==> config.mk <==
export PLATFORM = sky130hd
export DESIGN_NAME = store_wbuf
export DESIGN_NICKNAME = d
export VERILOG_FILES = /design/src/rtl/wbuf_pkg.sv /design/src/rtl/wbuf_fifo.sv /design/src/rtl/wbuf_drain.sv /design/src/rtl/wbuf_admit.sv /design/src/rtl/store_wbuf.sv
export SDC_FILE = /design/constraint.sdc
export NUM_CORES = 1
export LEC_CHECK = 0
export ABC_AREA = 1
export BUFFER_PORTS_ARGS = -buffer_cell sky130_fd_sc_hd__buf_4
export CORE_MARGIN = 8
export CORE_UTILIZATION = 50
export DETAILED_ROUTE_END_ITERATION = 8
export PLACE_DENSITY = 0.7
export SYNTH_ARGS = -nofsm -noshare
export SYNTH_HDL_FRONTEND = slang
export SYNTH_SLANG_ARGS = --single-unit
==> constraint.sdc <==
create_clock -name clk -period 11 [get_ports clk]
set_input_delay 1.1 -clock clk [delete_from_list [all_inputs] [get_ports clk]]
set_output_delay 1.1 -clock clk [all_outputs]
set_load 0.02 [all_outputs]
==> src/rtl/wbuf_pkg.sv <==
package wbuf_pkg;
    localparam int ADDR_W   = 32;
    localparam int DATA_W   = 32;
    localparam int BE_W     = DATA_W / 8;
    localparam int PAGE_LSB = 10;

    typedef struct packed {
        logic [ADDR_W-1:0] addr;
        logic [DATA_W-1:0] data;
        logic [BE_W-1:0]   be;
    } wb_entry_t;

    function automatic logic same_page(input logic [ADDR_W-1:0] a,
                                       input logic [ADDR_W-1:0] b);
        return a[ADDR_W-1:PAGE_LSB] == b[ADDR_W-1:PAGE_LSB];
    endfunction
endpackage

==> src/rtl/wbuf_fifo.sv <==
module wbuf_fifo
    import wbuf_pkg::*;
#(
    parameter int DEPTH = 4,
    localparam int PW = (DEPTH > 1) ? $clog2(DEPTH) : 1,
    localparam int CW = $clog2(DEPTH + 1)
) (
    input  logic      clk,
    input  logic      rst,
    input  logic      push,
    input  wb_entry_t push_ent,
    input  logic      pop,
    output wb_entry_t head,
    output wb_entry_t second,
    output logic [CW-1:0] count
);
    wb_entry_t slot [DEPTH];
    logic [PW-1:0] rd_ptr, wr_ptr;

    function automatic logic [PW-1:0] bump(input logic [PW-1:0] p);
        return (p == PW'(DEPTH - 1)) ? '0 : p + PW'(1);
    endfunction

    for (genvar g = 0; g < DEPTH; g++) begin : g_slot
        always_ff @(posedge clk) begin
            if (push && wr_ptr == PW'(g)) slot[g] <= push_ent;
        end
    end

    always_ff @(posedge clk) begin
        if (rst) begin
            rd_ptr <= '0;
            wr_ptr <= '0;
            count  <= '0;
        end else begin
            if (push) wr_ptr <= bump(wr_ptr);
            if (pop)  rd_ptr <= bump(rd_ptr);
            count <= count + CW'(push) - CW'(pop);
        end
    end

    assign head   = slot[rd_ptr];
    assign second = slot[bump(rd_ptr)];
endmodule

==> src/rtl/wbuf_drain.sv <==
module wbuf_drain
    import wbuf_pkg::*;
#(
    parameter int CW        = 3,
    parameter int FAR_COST  = 4,
    parameter int NEAR_COST = 1,
    localparam int TW = $clog2(FAR_COST + 1)
) (
    input  logic      clk,
    input  logic      rst,
    input  logic [CW-1:0] count,
    input  wb_entry_t head,
    input  wb_entry_t second,
    output logic      retire
);
    logic              busy;
    logic [TW-1:0]     timer;
    logic              last_valid;
    logic [ADDR_W-1:0] last_addr;

    logic              ref_valid;
    logic [ADDR_W-1:0] ref_addr;
    wb_entry_t         cand;
    logic              cand_avail;
    logic [TW-1:0]     cand_load;

    assign retire = busy && (timer == '0);

    // The entry after the one retiring now is priced against the retiring page.
    always_comb begin
        ref_valid  = retire ? 1'b1 : last_valid;
        ref_addr   = retire ? head.addr : last_addr;
        cand       = retire ? second : head;
        cand_avail = retire ? (count > CW'(1)) : (count != '0);
        if (ref_valid && same_page(cand.addr, ref_addr))
            cand_load = TW'(NEAR_COST - 1);
        else
            cand_load = TW'(FAR_COST - 1);
    end

    always_ff @(posedge clk) begin
        if (rst) begin
            busy       <= 1'b0;
            timer      <= '0;
            last_valid <= 1'b0;
            last_addr  <= '0;
        end else begin
            if (!busy || retire) begin
                busy  <= cand_avail;
                timer <= cand_load;
            end else begin
                timer <= timer - TW'(1);
            end
            if (retire) begin
                last_valid <= 1'b1;
                last_addr  <= head.addr;
            end
        end
    end
endmodule

==> src/rtl/wbuf_admit.sv <==
module wbuf_admit #(
    parameter int DEPTH = 4,
    localparam int CW = $clog2(DEPTH + 1)
) (
    input  logic clk,
    input  logic rst,
    input  logic st_valid,
    input  logic [CW-1:0] count,
    input  logic retire,
    output logic accept,
    output logic stall
);
    logic flushing;
    logic full;

    assign full   = (count == CW'(DEPTH));
    assign accept = st_valid && !flushing && (!full || retire);
    assign stall  = flushing || (st_valid && full && !retire);

    always_ff @(posedge clk) begin
        if (rst)
            flushing <= 1'b0;
        else if (flushing)
            flushing <= !(retire && count == CW'(1));
        else
            flushing <= st_valid && full && !retire;
    end
endmodule

==> src/rtl/store_wbuf.sv <==
module store_wbuf
    import wbuf_pkg::*;
#(
    parameter int DEPTH     = 4,
    parameter int FAR_COST  = 4,
    parameter int NEAR_COST = 1,
    localparam int CW = $clog2(DEPTH + 1)
) (
    input  logic              clk,
    input  logic              rst,
    input  logic              st_valid,
    input  logic [ADDR_W-1:0] st_addr,
    input  logic [DATA_W-1:0] st_data,
    input  logic [BE_W-1:0]   st_be,
    output logic              st_stall,
    output logic              mem_we,
    output logic [ADDR_W-1:0] mem_addr,
    output logic [DATA_W-1:0] mem_data,
    output logic [BE_W-1:0]   mem_be,
    output logic              buf_empty
);
    wb_entry_t     in_ent, head, second;
    logic [CW-1:0] fifo_count;
    logic          accept, retire;

    assign in_ent = '{addr: st_addr, data: st_data, be: st_be};

    wbuf_fifo #(.DEPTH(DEPTH)) u_fifo (
        .clk(clk), .rst(rst), .push(accept), .push_ent(in_ent), .pop(retire),
        .head(head), .second(second), .count(fifo_count)
    );

    wbuf_drain #(.CW(CW), .FAR_COST(FAR_COST), .NEAR_COST(NEAR_COST)) u_drain (
        .clk(clk), .rst(rst), .count(fifo_count), .head(head), .second(second),
        .retire(retire)
    );

    wbuf_admit #(.DEPTH(DEPTH)) u_admit (
        .clk(clk), .rst(rst), .st_valid(st_valid), .count(fifo_count),
        .retire(retire), .accept(accept), .stall(st_stall)
    );

    assign mem_we    = retire;
    assign mem_addr  = head.addr;
    assign mem_data  = head.data;
    assign mem_be    = head.be;
    assign buf_empty = (fifo_count == '0);
endmodule

Word-level counts from Yosys, hierarchy flattened
Memories as Yosys holds them, arrays and structs flattened. A register that Yosys moved wholly into a read port is not among the register bits. Cells that the tools add are included.

Add/subtract/negate cells: 5. $lt $le $gt $ge: 1. Equality and inequality tests: 7. Muxes and demuxes: 28. Reduce and logical (&&, ||, !) cells: 26.

Operator list (number): 68-bit two-way mux (4); 68-bit OR reduction (3); 32-bit two-way mux (1); 22-bit equality test (1); 2-bit two-way mux (8); 1-bit two-way mux (14); 1-bit logical AND (11); 2-bit equality test (second input constant) (3); 3-bit logical NOT (2); 1-bit logical NOT (5); 2-bit by 1-bit adder with 2-bit output (second input constant) (2); 3-bit by 1-bit adder with 3-bit output (1); 3-bit by 1-bit equality test with 1-bit output (second input constant) (1); 3-bit equality test (second input constant) (1); 3-bit by 1-bit greater-than comparator with 1-bit output (second input constant) (1); 1-bit logical OR (3); 3-bit two-way mux (1); 3-bit nonzero test (1); 3-bit by 1-bit subtractor with 3-bit output (1); 3-bit by 1-bit subtractor with 3-bit output (second input constant) (1); 2-bit by 1-bit equality test with 1-bit output (second input constant) (1); 2-bit logical NOT (1).

Register bits: 45. Memory bits (writable): 272. Bits of input ports: 71. Output and inout bits: 71. Memories: 1.

Memories: u_fifo.slot (depth 4, bits a word 68, read ports 2, clocked after memory_dff 1, wr ports 1, RTL line wbuf_fifo.sv:17) `wb_entry_t slot [DEPTH];`.

Logic depth before layout (Yosys ltp)
Depth in word-level cells: 11. Depth in mapped cells: 17. Depth with buffers taken out: 15.

Cells and area by module
From an unflattened synthesis, not the netlist that was laid out.

Cells, all modules: 1928. Area total of the unflattened synthesis: 15885.2 sq um.

By module, submodules not included: wbuf_fifo (instances 1, cells each 1499, area each 13560.5 sq um, sequential area each 8348.0 sq um); wbuf_drain (instances 1, cells each 410, area each 2217.1 sq um, sequential area each 540.5 sq um); wbuf_admit (instances 1, cells each 15, area each 90.1 sq um, sequential area each 20.0 sq um); store_wbuf (instances 1, cells each 4, area each 17.5 sq um, sequential area each 0.0 sq um).

Worst setup path before layout
Ideal clock, no wire load.

Path type: input to register. Start: input port st_valid. End: memory u_fifo.slot[0][0] (netlist bit), enable pin. Library setup time: 494 ps. Arrival time: 4197 ps. Slack: 6309 ps. Cell stages on the path: 3. Path buffers: 0. Cells stage by stage: nor3b_2 > inv_2 > nor2_1.

Word-level cells in the longest chain between the ends: 9.

Ends and longest elaborated chain: from (decl) (RTL line store_wbuf.sv:11) `input logic st_valid,`; 1-bit logical AND (*) (2 in series) (RTL line wbuf_admit.sv:17) `assign accept = st_valid && !flushing && (!full || retire);`; 1-bit logical AND (RTL line wbuf_fifo.sv:26) `if (push && wr_ptr == PW'(g)) slot[g] <= push_ent;`; 1-bit two-way mux (RTL line wbuf_fifo.sv:26); 1-bit two-way mux (implied by the code) (RTL line wbuf_fifo.sv:26); 68-bit OR reduction (no source line); 2-bit two-way mux (no source line) or 1-bit two-way mux (tied branches) (3 in series); to (decl) (RTL line wbuf_fifo.sv:17).

Mark *: on every way between the ends. The rest lies on a longest branch, timed or not.

Final worst setup path
Start: register u_drain.timer[0]. End: output port st_stall.

Word-level cells in the longest chain between the ends: 5.

Ends and longest elaborated chain: from (decl) (RTL line wbuf_drain.sv:17) `logic [TW-1:0] timer;`; from (signal assigned) (RTL line wbuf_drain.sv:50) `timer <= cand_load;`; from (signal assigned) (RTL line wbuf_drain.sv:52) `timer <= timer - TW'(1);`; 3-bit logical NOT (RTL line wbuf_drain.sv:27) `assign retire = busy && (timer == '0);`; 1-bit logical AND (RTL line wbuf_drain.sv:27); 1-bit logical NOT (RTL line wbuf_admit.sv:18) `assign stall = flushing || (st_valid && full && !retire);`; 1-bit logical AND (RTL line wbuf_admit.sv:18); 1-bit logical OR (RTL line wbuf_admit.sv:18); to (decl) (RTL line store_wbuf.sv:15) `output logic st_stall,`.

Every way passes these cells.

==> reports/metrics.yaml <==
critical_path:
  slowest_delay_ns: 0.80
  cp_slowest_cell: "nand3_2"
  start_kind: "flop"
  arrival_ns: 3.34
  path_max_fanout: 81
  crit-reg2reg-launch: "u_drain.timer[0]"
  critPathTopFamily: "buffers and inverters"
  worstSetupPathType: "flop to output pin"
  cp_cell_sequence: "inv_1 -> ha_1 -> nand3_2 -> inv_2 -> buf_4 -> nor3_2 -> a21oi_1 -> inv_1 -> buf_4"
  critical_path_depth: 9
  regToRegSetupSlack_ns: 6.80
  reg2regPathDepth: 10
  crit_buf_inv: 5
  r2r_end: "u_fifo.slot[3][35]"
  required_ns: 9.90
  end_kind: "output pin"
floorplan:
  placementRows: 60
  start_util_pct: 50.5
  die_h_um: 180
  pin_count: 142
  core_area_um2: 26700
  dieWidth_um: 180
  dieArea_um2: 32500
clocking:
  h-tree-depth: 2
  clk_pin_slew_ns: 0.06
  cts_made_buffers: 34
  postCtsSetupBuffers: 0
  cts.sinks: 309
  cts_tree: "done"
  clockRootBuffer: "clkbuf_16"
  clkLatencyLatePin_ns: 0.52
  clockBufferDepth: 3
  cts_resized: 0
  ctsHoldBuffers: 0
detailed_routing:
  routed.top_layer: "met4"
  dr.pass1.iters: 5
  dr_total_vias: 9814
  wl_met3_mm: 2.54
  routedWlPerCell_um: 18.0
  drc_errors: 0
  drt.antenna.violating_nets: 0
  wl_met1_mm: 14.1
  wl_met2_mm: 15.1
  viasPerCell: 5.46
  drt_first_iter_violations: 923
  routed_wirelength_mm: 32.4
power_and_ir_drop:
  irDropWorstVdd_uv: 164
  finalPower_mw: 3.85
  powerDensity_nw_per_um2: 245
  p_leak_nw: 6.21
global_routing:
  grt_overflow: 0
  grt_pass1_wl_mm: 51.0
  grt_max_degree: 97
  grt_pass1_vias: 9688
  grt_antenna_before_repair: 2
  grtUsageTotal_pct: 19.4
cells_and_area:
  finalNetCount: 1515
  stdcell_count: 1797
  drive_gt1_share_pct: 16.0
  area_growth_syn_to_layout_pct: 16.5
logic_synthesis:
  ys.flop_type: "edfxtp_1"
  synth-seq-area-share_pct: 66.0
  synth_top_area_share_pct: 60.6
  async_flop_share_pct: 0
  avgSynthCellArea_um2: 10.2
  syn-num-nets: 1403
  yosysWarningCount: 0
  yosysTopAreaCell: "edfxtp_1"
  synthTopCellsByArea: "edfxtp_1 (61%), nand2_1 (10%), dfxtp_1 (5.5%), nand3_1 (4.9%), nor2_1 (4.3%)"
  netlist_area_um2: 13500
  ys_seq_elements: 309
  synth-edff-count: 272
  syn_inst: 1320
  synth.distinct_cells: 31
sta:
  setup_viol: 0
  slew_violations: 0
  hold_viol_final: 0
  tns_ns: 0
  worst_pin_slew_ns: 1.10
  rsz0062_at_grt: "no"
  min_period_ns: 4.44
  max-slew-margin-rel_pct: 26.9
  final_min_period_over_clock_period_pct: 40.4
  finClkSkew_ns: 0.0197
  fmax_ghz: 0.225
worst_hold_path:
  hp-class: "flop to flop"
  min_to: "u_drain.last_addr[16]"
  min-delay-start: "u_drain.last_addr[16]"
  holdPathStages: 2
job:
  maxCapViolations: 0
run_status:
  status: "finished clean"
placement:
  port_buffers: 141
  dp.cells: 1737
  place_hpwl_mm: 18.9
  globalplace.congestion: 0.829
## worst max-delay path by stage
stage | startpoint | end
finish | u_drain.timer[0] | st_stall
global route | u_drain.timer[0] | st_stall
CTS | u_drain.timer[0] | st_stall
detailed placement | u_drain.timer[0] | u_fifo.slot[3][35]
global placement | u_drain.timer[0] | u_fifo.slot[3][34]
floorplan | st_valid | u_fifo.slot[0][0]
## where the power goes
group          switching, mW  leakage [nW]  internal, mW
clock network          0.446         0.483         0.598
registers             0.0660          2.79          1.44
logic                  0.873          2.93         0.429
## area by class of cell
cell class,count,area [µm²]
clock inverters,15,131
repair buffers,151,1130
diodes,2,5.00
well taps,341,427
flip-flops and latches,309,8910
fillers,2203,11000
clock buffers,43,885
inverters,61,234
multi-input cells,875,3990
## sequential cells by signal, indices dropped and copies added, names as in the netlist, named ones only
signal	cells
u_admit.flushing	1
u_drain.busy	1
u_drain.last_addr	22
u_drain.last_valid	1
u_drain.timer	3
u_fifo.count	3
u_fifo.rd_ptr	2
u_fifo.slot	272
u_fifo.wr_ptr	2
## metal layers
metal,vias up,track usage (%)
li1,4746,-
met1,4625,25.1
met2,377,31.5
met3,66,4.72
met4,0,6.88
met5,-,0
## placed cells by master, fill, tap and decap left out, types with 4 or more instances in the layout
cell type,netlist,routed
nand2_1,370,370
nor2_4,0,4
edfxtp_1,272,272
or2_2,13,13
inv_1,54,54
nand3_1,131,131
dfxtp_1,37,35
clkinv_2,0,4
a21oi_1,18,18
nand2_2,4,4
clkinvlp_4,0,4
clkbuf_16,0,34
o21ai_0,105,105
ha_1,11,11
inv_2,4,4
o21ai_2,4,4
clkbuf_1,33,9
nor2_1,154,150
o22ai_1,46,46
buf_4,11,151
clkinv_1,1,5
## cell families after synthesis
logic type      synth area share (%)
xor+xnor                       0.260
compound gates                  7.29
flops                           66.0
simple gates                    20.6
buf+inv                         4.60
fa+ha+maj                       1.17
## synthesized netlist by cell type, types with 4 or more instances
cell,instances
a21oi_1,18
buf_2,27
buf_4,11
buf_6,4
clkbuf_1,33
dfxtp_1,37
edfxtp_1,272
ha_1,11
inv_1,54
inv_2,4
nand2_1,370
nand2_2,4
nand3_1,131
nor2_1,154
o21ai_0,105
o21ai_2,4
o22ai_1,46
or2_2,13
## worst register-to-register path, cell delays in order, from the launching register on
cell and delay, ns:
dfxtp_1 0.30, inv_1 0.09, ha_1 0.19, nand3_2 0.80, inv_2 0.24, buf_4 0.68
nor3_2 0.12, nor3b_2 0.20, inv_2 0.15, nor2_4 0.22, buf_4 0.79
## stage by stage
stage / util [%] / setup slack, ns / hold slack (ns) / area [µm²]
finish: 58.8 / 6.56 / 0.481 / 15700
global route: 58.8 / 6.29 / 0.511 / 15700
CTS: 58.8 / 6.56 / 0.480 / 15700
detailed placement: 55.0 / 6.82 / 0.472 / 14700
global placement: 55.0 / 6.87 / 0.446 / 14700
floorplan: - / 6.31 / 0.436 / 13500
Power figures use the tool's default switching activity.
